==> src/rtl/bert_rx_pkg.sv <==
package bert_rx_pkg;

  localparam int REF_W = 20;
  localparam int IDX_W = $clog2(REF_W);

  typedef enum logic {ST_SEEK = 1'b0, ST_LOCK = 1'b1} sync_st_e;

  typedef struct packed {
    logic [IDX_W-1:0] far_idx;   // index of the bit L places back
    logic [IDX_W-1:0] near_idx;  // index of the inner tap
    logic             valid;
  } taps_t;

  function automatic taps_t pat_taps(input logic [2:0] sel);
    taps_t t;
    t = '{far_idx: '0, near_idx: '0, valid: 1'b0};
    case (sel)
      3'b000: t = '{far_idx: IDX_W'(6),  near_idx: IDX_W'(5),  valid: 1'b1};
      3'b001: t = '{far_idx: IDX_W'(10), near_idx: IDX_W'(8),  valid: 1'b1};
      3'b010: t = '{far_idx: IDX_W'(14), near_idx: IDX_W'(13), valid: 1'b1};
      3'b011: t = '{far_idx: IDX_W'(19), near_idx: IDX_W'(16), valid: 1'b1};
      3'b111: t = '{far_idx: IDX_W'(8),  near_idx: IDX_W'(4),  valid: 1'b1};
      default: t = '{far_idx: '0, near_idx: '0, valid: 1'b0};
    endcase
    return t;
  endfunction

endpackage

==> src/rtl/bert_rx_sync.sv <==
module bert_rx_sync
  import bert_rx_pkg::*;
#(
  parameter int SYNC_RUN  = 32,
  parameter int WIN       = 64,
  parameter int ERR_LIMIT = 6
) (
  input  logic clk_i,
  input  logic rst_ni,
  input  logic bit_i,
  input  logic mism_i,
  input  logic pat_ok_i,
  input  logic restart_i,
  output logic locked_o
);

  localparam int RUN_W = $clog2(SYNC_RUN + 1);
  localparam int WC_W  = $clog2(WIN + 1);

  sync_st_e         st_q;
  logic [RUN_W-1:0] run_q;
  logic [WIN-1:0]   hist_q;
  logic [WC_W-1:0]  wcnt_q;
  logic [WC_W-1:0]  wnext;

  // sliding count of mismatches over the last WIN bits
  always_comb wnext = wcnt_q + WC_W'(mism_i) - WC_W'(hist_q[WIN-1]);

  always_ff @(posedge clk_i or negedge rst_ni) begin
    if (!rst_ni) begin
      st_q   <= ST_SEEK;
      run_q  <= '0;
      hist_q <= '0;
      wcnt_q <= '0;
    end else if (restart_i || !pat_ok_i) begin
      st_q   <= ST_SEEK;
      run_q  <= '0;
      hist_q <= '0;
      wcnt_q <= '0;
    end else if (bit_i) begin
      unique case (st_q)
        ST_SEEK: begin
          if (mism_i) begin
            run_q <= '0;
          end else if (run_q == RUN_W'(SYNC_RUN - 1)) begin
            st_q   <= ST_LOCK;
            run_q  <= '0;
            hist_q <= '0;
            wcnt_q <= '0;
          end else begin
            run_q <= run_q + 1'b1;
          end
        end
        ST_LOCK: begin
          hist_q <= {hist_q[WIN-2:0], mism_i};
          wcnt_q <= wnext;
          if (wnext >= WC_W'(ERR_LIMIT)) begin
            st_q  <= ST_SEEK;
            run_q <= '0;
          end
        end
        default: st_q <= ST_SEEK;
      endcase
    end
  end

  assign locked_o = (st_q == ST_LOCK);

endmodule

==> config.mk <==
export PLATFORM = sky130hd
export DESIGN_NAME = bert_rx_sync
export DESIGN_NICKNAME = d
export VERILOG_FILES = /design/src/rtl/bert_rx_pkg.sv /design/src/rtl/bert_rx_sync.sv
export SDC_FILE = /design/constraint.sdc
export NUM_CORES = 1
export LEC_CHECK = 0
export BUFFER_PORTS_ARGS = -buffer_cell sky130_fd_sc_hd__clkbuf_2
export CAP_MARGIN = 0
export CELL_PAD_IN_SITES_DETAIL_PLACEMENT = 1
export CELL_PAD_IN_SITES_GLOBAL_PLACEMENT = 2
export CORE_UTILIZATION = 47
export DETAILED_ROUTE_END_ITERATION = 8
export GPL_TIMING_DRIVEN = 0
export PLACE_DENSITY = 0.85
export SKIP_LAST_GASP = 1
export SYNTH_ARGS = -nofsm -noshare
export SYNTH_HDL_FRONTEND = slang
export SYNTH_SLANG_ARGS = --single-unit
export TNS_END_PERCENT = 5
==> constraint.sdc <==
create_clock -name clk_i -period 7.8 [get_ports clk_i]
set_input_delay 0.78 -clock clk_i [delete_from_list [all_inputs] [get_ports clk_i]]
set_output_delay 0.78 -clock clk_i [all_outputs]
set_load 0.05 [all_outputs]
After elaboration in Yosys (flattened, before gate mapping)
Cells that the tools add are included.
{"block": "word_totals", "word_cells": 40, "out_inout_bits": 1, "inputBits": 6, "ff_bits": 78}
{"block": "op_classes", "n_lt_le_gt_ge": 1, "n_eq_ne": 4, "bitwise_logic": 1, "n_mux": 22, "reduce_logical": 5, "add_sub_neg": 3}
{"cell": "$mux 64", "n": 4}
{"cell": "$pmux 64 s2", "n": 1}
{"cell": "$mux 6", "n": 5}
{"cell": "$mux 7", "n": 4}
{"cell": "$pmux 7 s2", "n": 1}
{"cell": "$pmux 6 s2", "n": 1}
{"cell": "$add 7x1->7", "n": 1}
{"cell": "$ge 7x3->1 const B", "n": 1}
{"cell": "$sub 7x1->7", "n": 1}
{"cell": "$add 6x1->6 const B", "n": 1}
{"cell": "$eq 6x5->1 const B", "n": 1}
{"cell": "$ne 3x3->1 const B", "n": 2}
{"cell": "$mux 1", "n": 5}
{"cell": "$ne 3x1->1 const B", "n": 1}
{"cell": "$reduce_and 3->1", "n": 1}
{"cell": "$pmux 1 s2", "n": 1}
{"cell": "$reduce_and 2->1", "n": 1}
{"cell": "$reduce_bool 2->1", "n": 1}
{"cell": "$logic_not 1->1", "n": 1}
{"cell": "$logic_or 1x1->1", "n": 1}
{"cell": "$not 1->1", "n": 1}

Longest topological paths before layout
Gate-level depths: netlist (run 1).
{"block": "depth", "depth_word": 7, "mapped_depth": 11, "ltp_nobuf": 11}

Worst setup path before layout (run 1)
Ideal clock, no wire load.
{"block": "synth_timing", "path_type": "input to register", "startpoint": "input port mism_i", "endpoint": "register run_q[1]", "n_path_buf": 0, "t_required_ns": 7.701, "setup_ns": 0.099, "stages": 8, "arrival_ns": 2.499, "slack_ns": 5.202, "path_cell_list": "ha_1 -> inv_1 -> fa_1 -> nand2b_1 -> a21o_1 -> nor3b_1 -> o311ai_4 -> a311oi_1"}
{"block": "synth_between", "elab_chain_cells": 5, "word_cells_on_any_way": 9, "cone_classes": "add/sub (2); order compare (1); eq/ne (1); mux (4); reduce/logical (1)"}
{"item": "start, declared", "line_no": "bert_rx_sync.sv:11", "rtl": "input logic mism_i,"}
{"item": "$add 7x1->7", "line_no": "bert_rx_sync.sv:27", "rtl": "always_comb wnext = wcnt_q + WC_W'(mism_i) - WC_W'(hist_q[WIN-1]);"}
{"item": "$sub 7x1->7", "line_no": "bert_rx_sync.sv:27"}
{"item": "$ge 7x3->1", "line_no": "bert_rx_sync.sv:57", "rtl": "if (wnext >= WC_W'(ERR_LIMIT)) begin"}
{"item": "$ne 3x1->1 (no source line)"}
{"item": "$reduce_and 2->1 (no source line)"}
{"item": "end signal, assigned", "line_no": "bert_rx_sync.sv:51", "rtl": "run_q <= run_q + 1'b1;"}
{"item": "end, declared", "line_no": "bert_rx_sync.sv:21", "rtl": "logic [RUN_W-1:0] run_q;"}
Several ways; a longest one is shown, not always the timed one. The select of a mux whose other input is x is not followed.
A chain may end at the register's enable or synchronous reset.

Worst setup path after layout (run 1)
{"block": "layout_timing", "startpoint": "register hist_q[63]", "endpoint": "register run_q[5]"}
{"block": "layout_between", "elab_chain_cells": 4}
{"item": "start, declared", "line_no": "bert_rx_sync.sv:22", "rtl": "logic [WIN-1:0] hist_q;"}
{"item": "start signal, assigned", "line_no": "bert_rx_sync.sv:55", "rtl": "hist_q <= {hist_q[WIN-2:0], mism_i};"}
{"item": "$sub 7x1->7", "line_no": "bert_rx_sync.sv:27"}
{"item": "$ge 7x3->1", "line_no": "bert_rx_sync.sv:57"}
{"item": "$ne 3x1->1 (no source line)"}
{"item": "$reduce_and 2->1 (no source line)"}
No other way between the ends.

==> impl_metrics.csv, run 1 <==
group,metric,value,unit
logic_synthesis,synth-seq-area-share,57.9,%
cts,cts_buffers,9,
detailed_routing,drtIter0Drc,150,
worst_setup_path,r2r-start,"hist_q[63]",
floorplanning,initial_core_util,49.0,%
cts,post_cts_buffers,0,
layout,ff_latch_area,0.00195,mm2
worst_setup_path,reg2reg_depth,10,
power_and_ir_drop,leakage,1.76,nW
power_and_ir_drop,ir_drop,0.118,mV
timing,post-route-period-util,36.1,%
logic_synthesis,syn_area_per_cell,13.1,um2
detailed_routing,wl_per_cell,16.9,um
worst_setup_path,arrival,3.06,ns
global_route,overflow,0,
power_and_ir_drop,pwr-share-seq,54.8,%
detailed_routing,ant_nets,0,
layout,n_fill_cell,705,
floorplanning,num_rows,30,
logic_synthesis,synth_area_leaders,"dfrtp_1 58%, a22o_1 17%, ha_1 3.0%",
worst_setup_path,path_class,"reg2reg",
cts,clkSinkCount,78,
power_and_ir_drop,cellPowerDensity,197,mW/mm2
cts,htree_levels,3,
worst_setup_path,rr_endpoint,"run_q[5]",
global_route,grt_pass1_wl,10800,um
timing,fmaxAchievable,355,MHz
cts,cts_tree,"built",
logic_synthesis,syn_nets,273,
power_and_ir_drop,p_comb_share,4.2,%
layout,multi_input_area,0.00126,mm2
timing,grt_setup_unrepaired,"false",
cts,cts.clk_slew.worst_paths,0.08,ns
power_and_ir_drop,clkPwrFrac,41.0,%
floorplanning,die_area,0.00751,mm2
detailed_routing,vias,2143,
global_route,grt_pass1_vias,2142,
logic_synthesis,ys_types,42,
layout,layout.cells.most_common,"dfrtp_1",
worst_setup_path,cp-end-kind,"flop",
timing,slew_violations,0,
power_and_ir_drop,p_switching,175,uW
logic_synthesis,synth_ff_type,"dfrtp_1",
layout,syn_to_final_growth,11.2,%
floorplanning,core_area,0.00687,mm2
global_route,grt_antenna_before_repair,0,
layout,mostFrequentLayoutCells,"78 x dfrtp_1, 67 x a22o_1, 10 x inv_1",
logic_synthesis,syn_inst,258,
logic_synthesis,synth_edf_count,0,
timing,setup_violations,0,
detailed_routing,routed_via_density,5.68,
timing,hold_viol,0,
power_and_ir_drop,power.internal,564,uW
logic_synthesis,syn_area,0.00337,mm2
min_path,hp-class,"in2async",
global_route,grt_util_all_layers,18.9,%
floorplanning,ioPinCount,7,
logic_synthesis,yosys_warnings,0,
placement,portBuffers,6,
detailed_routing,totalWireLength,6360,um
placement,dp_cells,361,
cts,clk_latency,0.34,ns
layout,nNetsFinal,291,
run_status,outcome,"finished, final reports clean",
logic_synthesis,ys_ff_latch,78,
cts,cts_buffer_depth,2,
floorplanning,fp.dieH,86.7,um
timing,fin_crit,2.82,ns
timing,skew,0.00758,ns
timing,fin_setup_tns,0,ns
worst_setup_path,crit_start,"hist_q[63]",
cts,cts-resized-gates,0,
global_route,grt_max_degree,69,
worst_setup_path,cp-endpoint,"run_q[5]",
timing,worstMarginPinSlew,0.542,ns
layout,layout.cells.non_filler,377,
layout,antennaDiodeCount,0,
worst_setup_path,crit_required,8.04,ns
cts,clock_tree.root_cell,"clkbuf_8",
detailed_routing,drcViolationCount,0,
cts,ctsHoldBuffers,0,
placement,place_congestion,0.802,
layout,drive_gt1_share,15.3,%
worst_setup_path,rrSetupSlack,4.98,ns
placement,dpl.hpwl,4220,um
worst_setup_path,crit_fanout,7,
logic_synthesis,async_flop_share,100,%
detailed_routing,drt-pass1-iter-count,2,
logic_synthesis,synth_top_area_share,57.9,%
logic_synthesis,synth_largest_area_cell,"dfrtp_1",
power_and_ir_drop,swShare,23.7,%
worst_setup_path,cp-start-kind,"flop",
timing,maxSlewHeadroom,63.8,%
run,cap_violations,0,
floorplanning,die_w,86.7,um
==> synth_stat cells, drive strengths merged, types with 2 or more instances <==
cell      n
a211oi    2
a21oi     6
a22o     67
a311oi    2
a31oi     4
and3      4
buf      11
clkbuf    5
dfrtp    78
ha        8
inv      10
nand2     7
nand2b    2
nand3     2
nand4     3
nor2      9
nor2b     2
nor3b     2
o21ai     7
o21bai    2
o2bb2ai   4
xnor2     3
xor2      3
==> layout make-up <==
type                    instances  share of cell area [%]
plain buffers                  16                    3.14
repair buffers                  7                    1.60
clock inverters                 6                    1.87
inverters                      10                    1.00
flip-flops and latches         78                    52.1
well taps                      96                    3.21
multi-input cells             154                    33.7
clock buffers                  10                    3.41
==> routing by layer <==
| metal | vias to the layer above | global-route usage [%] | share of wire [%] |
|---|---|---|---|
| met5 | - | 0 | 0 |
| met4 | 0 | 7.27 | 1.2 |
| met3 | 7 | 3.71 | 1.7 |
| met2 | 13 | 28.0 | 45 |
| met1 | 1100 | 27.7 | 52 |
| li1 | 1023 | - | - |
==> critical path, cell delays in order, from the launching register on <==
cell	delay, ns
dfrtp_1	0.41
ha_1	0.29
inv_1	0.05
ha_1	0.17
inv_1	0.06
fa_1	0.42
nand2b_1	0.21
a21o_1	0.22
nor3b_1	0.34
o311ai_4	0.23
a311oi_1	0.31
==> state kept, by name, indices dropped and copies added, names as in the netlist <==
register and cells:
hist_q 64, locked_o 1, wcnt_q 7, run_q 6
==> worst min-delay path by stage <==
stage	from	to	slack, ns	depth (start not counted)
floorplan	run_q[0]	run_q[0]	0.46	1
global route	rst_ni	run_q[3]	0.31	1
global placement	hist_q[35]	hist_q[36]	0.47	1
detailed placement	hist_q[33]	hist_q[34]	0.48	1
finish	rst_ni	wcnt_q[1]	0.31	1
CTS	rst_ni	run_q[4]	0.30	1
==> per-stage QoR <==
stage / hold WS [ns] / total power, mW / area, um2 / setup slack, ns / util, %
after floorplan: 0.464 / 0.428 / 3370 / 5.20 / -
after global placement: 0.473 / 0.443 / 3520 / 4.78 / 51.2
after detailed placement: 0.482 / 0.445 / 3550 / 4.77 / 51.7
after CTS: 0.300 / 0.747 / 3750 / 4.98 / 54.5
after global routing: 0.310 / 0.763 / 3750 / 4.76 / 54.5
final: 0.308 / 0.739 / 3750 / 4.98 / 54.5
==> cell families after synthesis <==
logic type,after synthesis,synth area share (%)
AOI/OAI and AO/OA,102,26.1
muxes,1,0.297
adders and majority gates,9,3.57
xor gates and xnor gates,6,1.56
DFF,78,57.9
buffers and inverters,26,4.61
and+or+nand+nor,36,5.94
==> power groups by stage <==
stage / Sequential [mW] / Clock, mW / Combinational [mW]
floorplan: 0.414 / 0 / 0.0147
global route: 0.405 / 0.323 / 0.0351
CTS: 0.405 / 0.310 / 0.0322
finish: 0.405 / 0.303 / 0.0312
global placement: 0.413 / 0 / 0.0299
detailed placement: 0.413 / 0 / 0.0320
Note: power is estimated with default switching activity, not from simulation.
==> inputs of run 2 (changes only) <==
CORE_UTILIZATION = 44   (was 47)
PLACE_DENSITY = 0.8   (was 0.85)
clock period = 2.71 ns   (was 7.8 ns; I/O delays follow)
==> run 2 against run 1 <==
  * Design area grew 3.4%
  * Clock power grew to 3.2 times the previous value
  * Sequential cell count is the same
  * Setup slack lost 5.0 ns
  * Sequential share of layout area shrank 1.7 points
  * Worst hold slack lost 0.023 ns
  * Sequential power grew to 2.9 times the previous value
  * First-iteration DRC count shrank 26%
  * Count of clock-buffer cells in the layout shrank 1
  * Register-to-register slack lost 5.0 ns
  * Combinational power grew to 3.0 times the previous value
  * Die area grew 6.7%
==> impl_metrics.csv, run 2 (same netlist as run 1, synthesis figures left out) <==
group,metric,value,unit
run_status,outcome,"finished, final reports clean",
timing,worstMarginPinSlew,0.575,ns
cts,cts_tree,"built",
timing,skew,0.00601,ns
layout,fin_util,52.9,%
layout,regMostFlops,"hist_q",
layout,syn_to_final_growth,15.0,%
detailed_routing,drtIter0Drc,111,
worst_setup_path,crit_required,2.97,ns
power_and_ir_drop,cellPowerDensity,572,mW/mm2
floorplanning,ioPinCount,7,
layout,antennaDiodeCount,0,
placement,place_congestion,0.769,
cts,clk_latency,0.34,ns
layout,reg.largest.list,"hist_q (64), wcnt_q (7), run_q (6)",
placement,placed_cell_area,0.00355,mm2
cts,clock_tree.root_cell,"clkbuf_8",
detailed_routing,wl_per_cell,17.2,um
detailed_routing,drt-pass1-iter-count,4,
min_path,holdPathStages,2,
timing,post-route-period-util,99.4,%
detailed_routing,routed_via_density,5.65,
worst_setup_path,cp-start-kind,"flop",
timing,grt_setup_unrepaired,"true",
worst_setup_path,r2r-start,"wcnt_q[0]",
min_path,holdPathEnd,"hist_q[0]",
worst_setup_path,reg2reg_depth,12,
global_route,grt_pass1_vias,2283,
timing,maxSlewHeadroom,61.6,%
cts,cts_buffer_depth,2,
floorplanning,initial_core_util,45.9,%
timing,slew_violations,0,
global_route,grt_antenna_before_repair,0,
detailed_routing,drcViolationCount,0,
timing,fmaxAchievable,371,MHz
worst_setup_path,path_class,"reg2reg",
detailed_routing,vias,2181,
layout,layout.cells.most_common,"dfrtp_1",
worst_setup_path,crit_fanout,7,
worst_setup_path,cp-end-kind,"flop",
floorplanning,die_area,0.00801,mm2
timing,fin_crit,2.69,ns
layout,finish.instance_area,0.00387,mm2
timing,setup_violations,0,
placement,portBuffers,6,
global_route,grt_util_all_layers,18.7,%
detailed_routing,totalWireLength,6620,um
layout,mostFrequentLayoutCells,"78 x dfrtp_1, 67 x a22o_1, 9 x inv_1, 9 x nor2_1, 9 x clkbuf_8",
min_path,hold_path.startpoint,"mism_i",
cts,cts_buffers,9,
timing,hold_viol,0,
floorplanning,die_w,89.5,um
cts,cts.clk_slew.worst_paths,0.08,ns
worst_setup_path,rr_endpoint,"locked_o",
run,cap_violations,0,
worst_setup_path,arrival,2.95,ns
cts,clkSinkCount,78,
global_route,grt_max_degree,61,
floorplanning,num_rows,31,
layout,nNetsFinal,297,
worst_setup_path,rrSetupSlack,0.02,ns
layout,largest_reg_flops,64,
floorplanning,core_area,0.00733,mm2
power_and_ir_drop,ir_drop,0.322,mV
power_and_ir_drop,leakage,1.81,nW
cts,htree_levels,3,
detailed_routing,ant_nets,0,
floorplanning,fp.dieH,89.5,um
global_route,overflow,0,
min_path,hp-class,"in2reg",
layout,drive_gt1_share,20.6,%
placement,dpl.hpwl,4210,um
global_route,grt_pass1_wl,11200,um
[run 2: worst max-delay path by stage]
| stage | from | to | slack [ns] | depth (start not counted) |
|---|---|---|---|---|
| after floorplan | hist_q[63] | run_q[1] | 0.20 | 10 |
| after global placement | hist_q[63] | run_q[1] | -0.04 | 10 |
| after detailed placement | hist_q[63] | run_q[5] | -0.09 | 10 |
| after CTS | hist_q[63] | run_q[1] | 0.005 | 10 |
| after global routing | wcnt_q[0] | run_q[5] | -0.07 | 11 |
| final | wcnt_q[0] | locked_o | 0.02 | 12 |
[run 2: area by class of cell]
cell class | instances | area, um2
clock buffers | 9 | 124
plain buffers | 16 | 118
clock inverters | 7 | 96.3
well taps | 99 | 124
flip-flops and latches | 78 | 1950
inverters | 10 | 37.5
fillers | 740 | 3460
multi-input cells | 154 | 1320
repair buffers | 13 | 108
[run 2: per-stage QoR]
step / power (mW) / std cells / worst slack [ns] / setup TNS (ns) / hold WS (ns)
after floorplan: 1.23 / 258 / 0.203 / 0 / -0.0246
after global placement: 1.28 / 363 / -0.0406 / -0.0714 / 0.472
after detailed placement: 1.28 / 364 / -0.0874 / -0.149 / 0.214
after CTS: 2.25 / 383 / 0.00533 / 0 / 0.279
after global routing: 2.30 / 386 / -0.0696 / -0.182 / 0.307
final: 2.22 / 386 / 0.0164 / 0 / 0.285
[run 2: report_power, final]
group / leakage [nW] / switching (mW) / internal (mW) / total (mW)
clock: 0.114 / 0.432 / 0.524 / 0.956
combinational: 0.606 / 0.0653 / 0.0279 / 0.0933
sequential: 1.09 / 0.00199 / 1.16 / 1.17
[run 2: per-layer routing]
layer  routed length, um  GRT usage (%)
met5                   0              0
met3                 205           5.36
met4                  61           4.76
met2                3020           28.2
met1                3340           26.7
[run 2: critical path, cell delays in order, from the launching register on]
cell and delay, ns:
dfrtp_1 0.37, inv_1 0.05, ha_1 0.28, inv_1 0.06
ha_2 0.18, inv_2 0.04, fa_2 0.38, nand2b_4 0.18
a21o_4 0.25, a211oi_4 0.27, o311ai_4 0.23, buf_4 0.19
a21oi_1 0.13
[run 2: repair_timing]
item | CTS | global route
pin swaps | 3 | 7
hold endpoints to repair | 18 | 0
buffers inserted | 2 | 3
setup endpoints to repair | 7 | 7
resized for setup | 7 | 5
hold buffers | 1 | 0
==> inputs of run 3 (changes only) <==
CORE_UTILIZATION = 46   (was 44)
CTS_BUF_LIST = sky130_fd_sc_hd__clkbuf_8   (was unset)
PLACE_DENSITY = unset   (was 0.8)
PLACE_DENSITY_LB_ADDON = 0.1   (was unset)
==> run 3 against run 2 <==
  * Sequential share of layout area down 0.58 points
  * Sequential power about the same
  * Sequential cell count unchanged
  * Non-clock buffer count grew 2
==> impl_metrics.csv, run 3 (same netlist as run 1, synthesis figures left out) <==
group,metric,value,unit
layout,regMostFlops,"hist_q",
layout,finish.instance_area,0.00392,mm2
layout,drive_gt1_share,22.1,%
floorplanning,die_area,0.00767,mm2
power_and_ir_drop,leakage,1.82,nW
global_route,grt_pass1_vias,2266,
floorplanning,core_area,0.00694,mm2
detailed_routing,drtIter0Drc,80,
placement,place_congestion,0.763,
detailed_routing,wl_per_cell,17.8,um
worst_setup_path,crit_chain,"inv_1, ha_1, inv_2, ha_4, inv_2, fa_2, nor4bb_2, nand4b_1, o22ai_2, o311ai_4, buf_4, a31oi_1",
timing,skew,0.00550,ns
detailed_routing,drt-pass1-iter-count,6,
floorplanning,num_rows,30,
worst_setup_path,arrival,2.96,ns
floorplanning,ioPinCount,7,
timing,fmaxAchievable,371,MHz
power_and_ir_drop,ir_drop,0.397,mV
layout,layout.cells.most_common,"dfrtp_1",
timing,grt_setup_unrepaired,"true",
layout,mostFrequentLayoutCells,"78 x dfrtp_1, 67 x a22o_1, 10 x clkbuf_8",
timing,maxSlewHeadroom,65.8,%
placement,portBuffers,6,
cts,clkSinkCount,78,
global_route,grt_util_all_layers,19.8,%
timing,fin_ws,0.0174,ns
worst_setup_path,path_delay_family,"adder cells",
detailed_routing,vias,2210,
cts,cts_buffers,9,
power_and_ir_drop,cellPowerDensity,573,mW/mm2
timing,slew_violations,0,
timing,worstMarginPinSlew,0.512,ns
run,cap_violations,0,
timing,hold_viol,0,
timing,hold_slack,0.305,ns
worst_setup_path,cpPeakStageDelay,0.39,ns
layout,reg.largest.list,"hist_q (64), wcnt_q (7), run_q (6)",
cts,cts_tree,"built",
timing,setup_violations,0,
layout,antennaDiodeCount,0,
worst_setup_path,crit_fanout,6,
cts,htree_levels,3,
min_path,hp-class,"in2reg",
detailed_routing,drcViolationCount,0,
cts,cts.clk_slew.worst_paths,0.08,ns
worst_setup_path,critPathBufInv,4,
global_route,grt_antenna_before_repair,0,
cts,clk_latency,0.34,ns
layout,largest_reg_flops,64,
cts,clock_tree.root_cell,"clkbuf_8",
floorplanning,die_w,87.6,um
floorplanning,fp.dieH,87.6,um
worst_setup_path,crit_slowest_cell,"fa_2",
detailed_routing,totalWireLength,6860,um
worst_setup_path,cp-start-kind,"flop",
run_status,outcome,"finished, final reports clean",
timing,post-route-period-util,99.4,%
timing,fin_crit,2.69,ns
layout,nNetsFinal,299,
placement,dpl_worst_slack,-0.112,ns
worst_setup_path,crit_required,2.98,ns
power_and_ir_drop,p_total,2.25,mW
placement,dpl.hpwl,4280,um
cts,cts_buffer_depth,2,
floorplanning,initial_core_util,48.5,%
global_route,grt_pass1_wl,11400,um
worst_setup_path,cp-end-kind,"flop",
worst_setup_path,path_common_cell,"inv_2",
layout,syn_to_final_growth,16.4,%
placement,placed_cell_area,0.00355,mm2
worst_setup_path,path_class,"reg2reg",
detailed_routing,ant_nets,0,
global_route,grt_max_degree,61,
global_route,overflow,0,
detailed_routing,routed_via_density,5.74,
run 3: changes by cell type in the layout (fill, tap and decap cells not counted), sizes merged:
| cell | change |
|---|---|
| clkbuf | +1 |
| buf | +2 |
| inv | -1 |
| clkinvlp | +1 |
| clkinv | -1 |
run 3: path summary, 6_finish.rpt:
kind / start / end / slack [ns] / cells past startpoint
max: wcnt_q[0] / run_q[2] / 0.02 / 12
min: restart_i / run_q[0] / 0.30 / 4
max reg2reg: wcnt_q[0] / run_q[2] / 0.02 / 12
min reg2reg: hist_q[57] / hist_q[58] / 0.50 / 1
max in group asynchronous: rst_ni / hist_q[26] / 1.77 / 3
min in group asynchronous: rst_ni / wcnt_q[6] / 0.38 / 2
run 3: final cells by class:
cell class / count / area (um2)
multi-input combinational: 154 / 1340
fill: 695 / 3020
timing repair buffer: 15 / 123
buffer: 16 / 118
inverter: 10 / 37.5
clock buffer: 10 / 138
tap: 96 / 120
sequential: 78 / 1950
clock inverter: 6 / 93.8
run 3: through the flow:
step	cells	TNS, ns	utilization, %
global route	385	-0.535	56.5
detailed placement	361	-0.187	51.1
CTS	382	0	55.3
finish	385	0	56.5
global placement	360	-0.120	50.7
floorplan	258	0	-
run 3: report_power, final:
group,total [mW],switching (mW),internal [mW]
Sequential,1.17,0.00190,1.16
Combinational,0.0955,0.0665,0.0289
Clock,0.985,0.435,0.550
run 3: what timing repair did:
item / CTS / global route
hold buffers: 1 / 0
hold endpoints to repair: 18 / 0
setup endpoints to repair: 4 / 7
setup buffers: 4 / 3
pin swaps: 3 / 7
resized for setup: 4 / 12
run 3: tightest hold or removal path: cells and delay by family:
kind            cells  cell delay, ns
compound gates      2            0.14
simple gates        1            0.11
buf+inv             1            0.08
run 3: metal layers:
metal | track usage, % | share of wire (%)
met5 | 0 | 0
met3 | 6.03 | 2.6
met4 | 6.11 | 2.0
met2 | 28.7 | 45
met1 | 28.8 | 51
